$ cat config.mk
export PLATFORM = sky130hd
export DESIGN_NAME = iotlb_walker
export DESIGN_NICKNAME = d
export VERILOG_FILES = /design/src/rtl/iotlb_walker.sv
export SDC_FILE = /design/constraint.sdc
export NUM_CORES = 1
export LEC_CHECK = 0
export BUFFER_PORTS_ARGS = -buffer_cell sky130_fd_sc_hd__buf_2
export CORE_UTILIZATION = 35
export DETAILED_ROUTE_END_ITERATION = 16
export SYNTH_ARGS = -nofsm -noshare
export SYNTH_HDL_FRONTEND = slang
export SYNTH_SLANG_ARGS = --single-unit
$ cat constraint.sdc
create_clock -name clk -period 4.2 [get_ports clk]
set_clock_uncertainty 0.05 [all_clocks]
set_input_delay 0.21 -clock clk [delete_from_list [all_inputs] [get_ports clk]]
set_output_delay 0.21 -clock clk [all_outputs]
set_load 0.01 [all_outputs]
$ cat src/rtl/iotlb_walker.sv
module iotlb_walker #(
  parameter int VA_W  = 32,
  parameter int PA_W  = 43,
  parameter int PG_SH = 13,
  parameter int ENT_W = 64
) (
  input  logic             clk,
  input  logic             rst_n,
  input  logic             reg_wr,
  input  logic [1:0]       reg_addr,
  input  logic [63:0]      reg_wdata,
  input  logic             req_valid,
  output logic             req_ready,
  input  logic [VA_W-1:0]  req_addr,
  input  logic             req_write,
  output logic             rsp_valid,
  output logic [2:0]       rsp_code,
  output logic [PA_W-1:0]  rsp_pa,
  output logic             mem_req,
  output logic [PA_W-1:0]  mem_addr,
  input  logic             mem_ack,
  input  logic [ENT_W-1:0] mem_rdata
);
  localparam int PPN_W  = PA_W - PG_SH;
  localparam int VPN_W  = VA_W - PG_SH;
  localparam int MIN_SH = PG_SH + 10;
  localparam int V_BIT  = ENT_W - 1;
  localparam int W_BIT  = 1;
  localparam logic [2:0] C_OK = 3'd0, C_DIS = 3'd1, C_WIN = 3'd2, C_INV = 3'd3, C_WP = 3'd4;

  logic             en_q, diag_q, pg64_q;
  logic [2:0]       size_q;
  logic [PPN_W-1:0] base_q;
  logic             busy;
  logic             cache_v, cache_w;
  logic [VPN_W-1:0] cache_vpn;
  logic [PPN_W-1:0] cache_ppn;
  logic [PG_SH-1:0] pend_off;
  logic [VPN_W-1:0] pend_vpn;
  logic             pend_wr;

  logic [5:0]      win_sh;
  logic [VA_W-1:0] win_base, win_off;
  logic            accept, in_win, hit;
  logic [PA_W-1:0] walk_addr;

  assign win_sh    = 6'(size_q) + 6'(MIN_SH);
  assign win_base  = {VA_W{1'b1}} << win_sh;
  assign win_off   = req_addr - win_base;
  assign in_win    = req_addr >= win_base;
  assign hit       = cache_v && (cache_vpn == req_addr[VA_W-1:PG_SH]);
  assign req_ready = !busy;
  assign accept    = req_valid && req_ready;
  assign walk_addr = {base_q, {PG_SH{1'b0}}} + PA_W'({win_off[VA_W-1:PG_SH], 3'b000});

  always_ff @(posedge clk) begin
    if (!rst_n) begin
      en_q <= 1'b0; diag_q <= 1'b0; pg64_q <= 1'b0; size_q <= '0; base_q <= '0;
    end else if (reg_wr) begin
      if (reg_addr == 2'd0) begin
        en_q   <= reg_wdata[0];
        diag_q <= reg_wdata[1];
        pg64_q <= reg_wdata[2];
        size_q <= reg_wdata[18:16];
      end else if (reg_addr == 2'd1) begin
        base_q <= reg_wdata[PA_W-1:PG_SH];
      end
    end
  end

  always_ff @(posedge clk) begin
    if (!rst_n) begin
      busy <= 1'b0; mem_req <= 1'b0; mem_addr <= '0;
      rsp_valid <= 1'b0; rsp_code <= C_OK; rsp_pa <= '0;
      cache_v <= 1'b0; cache_w <= 1'b0; cache_vpn <= '0; cache_ppn <= '0;
      pend_off <= '0; pend_vpn <= '0; pend_wr <= 1'b0;
    end else begin
      rsp_valid <= 1'b0;
      if (accept) begin
        if (!en_q) begin
          rsp_valid <= 1'b1; rsp_code <= C_DIS; rsp_pa <= '0;
        end else if (!in_win) begin
          rsp_valid <= 1'b1; rsp_code <= C_WIN; rsp_pa <= '0;
        end else if (hit) begin
          rsp_valid <= 1'b1;
          rsp_code  <= (req_write && !cache_w) ? C_WP : C_OK;
          rsp_pa    <= {cache_ppn, req_addr[PG_SH-1:0]};
        end else begin
          busy     <= 1'b1;
          mem_req  <= 1'b1;
          mem_addr <= walk_addr;
          pend_off <= req_addr[PG_SH-1:0];
          pend_vpn <= req_addr[VA_W-1:PG_SH];
          pend_wr  <= req_write;
        end
      end
      if (busy && mem_ack) begin
        busy      <= 1'b0;
        mem_req   <= 1'b0;
        rsp_valid <= 1'b1;
        rsp_pa    <= {mem_rdata[PA_W-1:PG_SH], pend_off};
        if (!mem_rdata[V_BIT])                 rsp_code <= C_INV;
        else if (pend_wr && !mem_rdata[W_BIT]) rsp_code <= C_WP;
        else                                   rsp_code <= C_OK;
        if (mem_rdata[V_BIT]) begin
          cache_v   <= 1'b1;
          cache_w   <= mem_rdata[W_BIT];
          cache_vpn <= pend_vpn;
          cache_ppn <= mem_rdata[PA_W-1:PG_SH];
        end
      end
      if (reg_wr) cache_v <= 1'b0;
    end
  end

  assert_fetch_hold_R4: assert property (@(posedge clk) disable iff (!rst_n)
    mem_req && !mem_ack |=> mem_req && $stable(mem_addr));
  assert_busy_block_R9: assert property (@(posedge clk) disable iff (!rst_n)
    mem_req |-> !req_ready);
  assert_off_nofetch_R2: assert property (@(posedge clk) disable iff (!rst_n)
    req_valid && req_ready && !en_q |=> !mem_req && rsp_valid && rsp_code == C_DIS);
  assert_below_win_R3: assert property (@(posedge clk) disable iff (!rst_n)
    req_valid && req_ready && en_q && (req_addr < win_base) |=> !mem_req && rsp_valid && rsp_code == C_WIN);
  assert_rsp_cause_R8: assert property (@(posedge clk) disable iff (!rst_n)
    rsp_valid |-> $past(req_valid && req_ready) || $past(mem_req && mem_ack));
  assert_flush_R11: assert property (@(posedge clk) disable iff (!rst_n)
    reg_wr |=> !cache_v);
  assert_inv_nocache_R12: assert property (@(posedge clk) disable iff (!rst_n)
    busy && mem_ack && !mem_rdata[V_BIT] && !cache_v |=> !cache_v);
endmodule

==> metrics.md <==
| Metric | Value |
|---|---|
| Std cell rows | `61` |
| DRT iter0 DRCs | `457` |
| Fmax | `between 200 and 250 MHz` |
| Worst hold path depth | `4` |
| Vias in the first global route | `roughly 9000` |
| Overflow after GRT | `0` |
| Crit Reg-Reg Startpoint | `size_q[0]$_SDFFE_PN0P_` |
| Power, Total | `about 4.7 mW` |
| Largest net degree at the start of global routing | `89` |
| Crit start category | `flip-flop` |
| Crit-path leading delay family | `simple AND/OR/NAND/NOR gates` |
| Clock Sinks | `206` |
| Fraction of registers with async set/reset | `0%` |
| Hold/Removal Path Class | `input pin to flip-flop` |
| Wirelength per Cell | `between 15 and 20 µm` |
| TritonCTS Buffers | `25` |
| All-Layer GR Usage | `between 10% and 20%` |
| Synth cell count leaders | `368 x nand2_1, 206 x dfxtp_1, 128 x a21boi_0, 50 x clkbuf_1, 44 x a22oi_1` |
| Leak pwr | `roughly 5.7 nW` |
| Global-route wire length before repair | `45700 µm` |
| Post-Route WL | `28680 µm` |
| Int Pwr | `between 3 and 4 mW` |
| Footprint of the multi-input gates | `5610 µm²` |
| Non-Filler Instances | `approximately 1900` |
| Die height | `~170 µm` |
| Worst setup EP type | `flip-flop` |
| Most frequent cell after synthesis | `nand2_1` |
| DR vias/cell | `roughly 5` |
| Slowest library cell on the worst path | `dfxtp_2` |
| Hold path startpoint | `reg_addr[1]` |
| Hpwl dp | `18400 µm` |
| Initial Util | `between 30% and 40%` |
| Yosys warnings | `0` |
| Post-Route Setup TNS | `-317.2 ps` |
| Layout cells sized above 1 | `23.15%` |
| Reg2reg setup slack | `-70 ps` |
| Post-synth EDFFs | `0` |
| Worst-Margin Slew | `approximately 1200 ps` |
| Failing checks | `setup timing` |
| Final max-slew violation count | `0` |
| Clock Tree Buf Depth | `3` |
| Cell Area, Synth | `around 9900 µm²` |
| Setup ws final | `-74.96 ps` |
| Critical path buffers and inverters | `7` |
| Root buffer cell | `clkbuf_16` |
| Clk network pwr share | `45.1%` |
| Final setup viols | `10` |
| Worst path arrival time | `between 4000 and 5000 ps` |
| RSZ-0062 raised after global routing | `yes` |
| Vias | `between 9000 and 10000` |
| I/O pin total | `between 200 and 300` |
| Sequential-to-total area share from yosys stat | `41.76%` |
| Dpl cells | `roughly 1700` |
| Mapped Avg Cell Area | `8.285 µm²` |
| Most used cell, CP | `buf_4` |
| Area Overhead vs Synth | `36.13%` |
| H-Tree Depth | `1` |
| Antenna Violating Nets Remaining | `0` |
| Peak supply drop | `roughly 0.00024 V` |
| PD cells | `approximately 350 nW/µm²` |
| Die Width | `between 150 and 200 µm` |
| Slowest cell delay on critical path | `330 ps` |
| Die area | `roughly 29000 µm²` |
| Relative slew slack | `20.30%` |
| Final period util | `101.8%` |
| Commonest register cell after synthesis | `dfxtp_1` |
| Fill cell count | `about 2700` |
| Top-area cell type share of the netlist area | `a little over two fifths` |
| Seq pwr share | `about two fifths` |
| Nets | `between 1500 and 2000` |
| Number of max-cap violations | `0` |
| Core Box Area | `27780 µm²` |
| Reg clk slew, reported paths | `approximately 60 ps` |
| Sequential cell area | `approximately 4100 µm²` |
| Final Hold Fails | `0` |
| Dominant cell type by area after synthesis | `dfxtp_1` |
| Yosys reg bits | `slightly above 200` |
| CTS tree | `built` |
| Ranking of synthesized cells by area | `dfxtp_1 42%, nand2_1 14%, a21boi_0 9.7%` |
| Post-synthesis cell type count | `between 50 and 60` |
| TritonRoute pass-1 iters | `5` |
| Remaining DRCs | `0` |
| Reg2Reg Capture Point | `mem_addr[30]$_SDFFE_PN0P_` |
| Combinational power share | `between 10% and 20%` |
| Gate Count Post-Synth | `~1200` |
| R2R cell count | `25` |
| Port Buffer Count | `191` |
| Worst Hold End | `size_q[0]$_SDFFE_PN0P_` |
| Later-pin clock latency in the skew report | `530 ps` |
| Sw Ratio | `between 20% and 30%` |
| GP Congestion | `between 0.8 and 0.9` |
| Crit path max fanout | `6` |
| CP Class | `flip-flop to flip-flop` |
| CP Data Required Time | `~4600 ps` |
| Post-layout minimum cycle time | `about 4300 ps` |
| Initial antenna violation count | `1` |
| Status | `finished with violations` |
| Psw | `1.162 mW` |
-- power groups by stage --
stage	sequential [mW]	clock, mW	combinational (mW)
after floorplan	2.02	0	0.300
after global placement	2.02	0	0.502
after detailed placement	2.02	0	0.500
after CTS	1.98	2.21	0.585
after global routing	1.98	2.28	0.683
final	1.98	2.14	0.621
-- logic make-up after synthesis --
| group | share of synthesized area (%) |
|---|---|
| and+or+nand+nor | 20.68 |
| xor gates and xnor gates | 5.232 |
| AOI/OAI and AO/OA | 23.93 |
| other | 0.03797 |
| adders and majority gates | 3.750 |
| muxes | 0.2027 |
| DFF | 41.76 |
| buffers and inverters | 4.409 |
-- stage by stage --
| stage | hold WS (ps) | utilization (%) | worst slack (ps) | cell area, µm² |
|---|---|---|---|---|
| after floorplan | 236.1 | - | 32.04 | 9967 |
| after global placement | 386.1 | 40.99 | -123.9 | 11390 |
| after detailed placement | 393.1 | 40.99 | -206.4 | 11390 |
| after CTS | 115.9 | 47.70 | -23.15 | 13250 |
| after global routing | 150.8 | 48.38 | -338.0 | 13440 |
| final | 144.1 | 48.39 | -74.96 | 13440 |
-- cell type report --
class / instances / share of cell area, %
Clock inverter: 9 / 0.5863
Timing Repair Buffer: 343 / 17.53
Inverter: 13 / 0.3630
Tap cell: 378 / 3.518
Sequential cell: 206 / 30.69
Antenna cell: 1 / 0.01861
Clock buffer: 36 / 5.556
Multi-Input combinational cell: 896 / 41.73
-- metal layers --
metal  GRT usage [%]  routed length (µm)  vias up
li1                -                   -     4671
met1           25.48               13470     4260
met2           32.88               13010      243
met3           3.791                1606       40
met4           5.249                 597        0
met5               0                   0        -
-- cells in the final DEF, fill, tap and decap left out, types with 21 or more instances in the layout --
cell / n
a22oi_1: 42
buf_4: 52
nor2_1: 21
nand2_1: 366
xor2_1: 22
a21oi_1: 36
clkbuf_16: 25
buf_2: 190
a22o_1: 43
dlygate4sd3_1: 97
ha_1: 23
xnor2_1: 33
a21boi_0: 125
dfxtp_1: 204
-- flip-flops by register name, indices dropped and copies added, names as in the netlist, 13 cells and up --
register and flops:
base_q 30, pend_vpn 19, pend_off 13, cache_vpn 19, mem_addr 40, rsp_pa 43
cache_ppn 30
-- worst min-delay path, stage by stage --
cell,delay (ps)
buf_2,90
nor3b_1,140
a21oi_1,180
nor2b_1,50
-- timing repair --
action                                  CTS  global route
pin swaps                                 2            20
hold buffers                             97             0
buffers inserted                          4             4
endpoints found under the setup margin   21            25
endpoints found under the hold margin   146             0
gates resized for setup                  13            37
-- worst max path at each step --
stage	startpoint	end	cells past startpoint
6_report	size_q[0]$_SDFFE_PN0P_	mem_addr[30]$_SDFFE_PN0P_	25
5_1_grt	size_q[0]$_SDFFE_PN0P_	mem_addr[30]$_SDFFE_PN0P_	25
4_1_cts	size_q[0]$_SDFFE_PN0P_	mem_addr[42]$_SDFFE_PN0P_	22
3_5_place_dp	size_q[0]$_SDFFE_PN0P_	mem_addr[30]$_SDFFE_PN0P_	22
3_3_place_gp	size_q[0]$_SDFFE_PN0P_	mem_addr[30]$_SDFFE_PN0P_	22
2_1_floorplan	size_q[0]$_SDFFE_PN0P_	mem_addr[42]$_SDFFE_PN0P_	23
No activity file was read; power rests on OpenSTA's default activity.
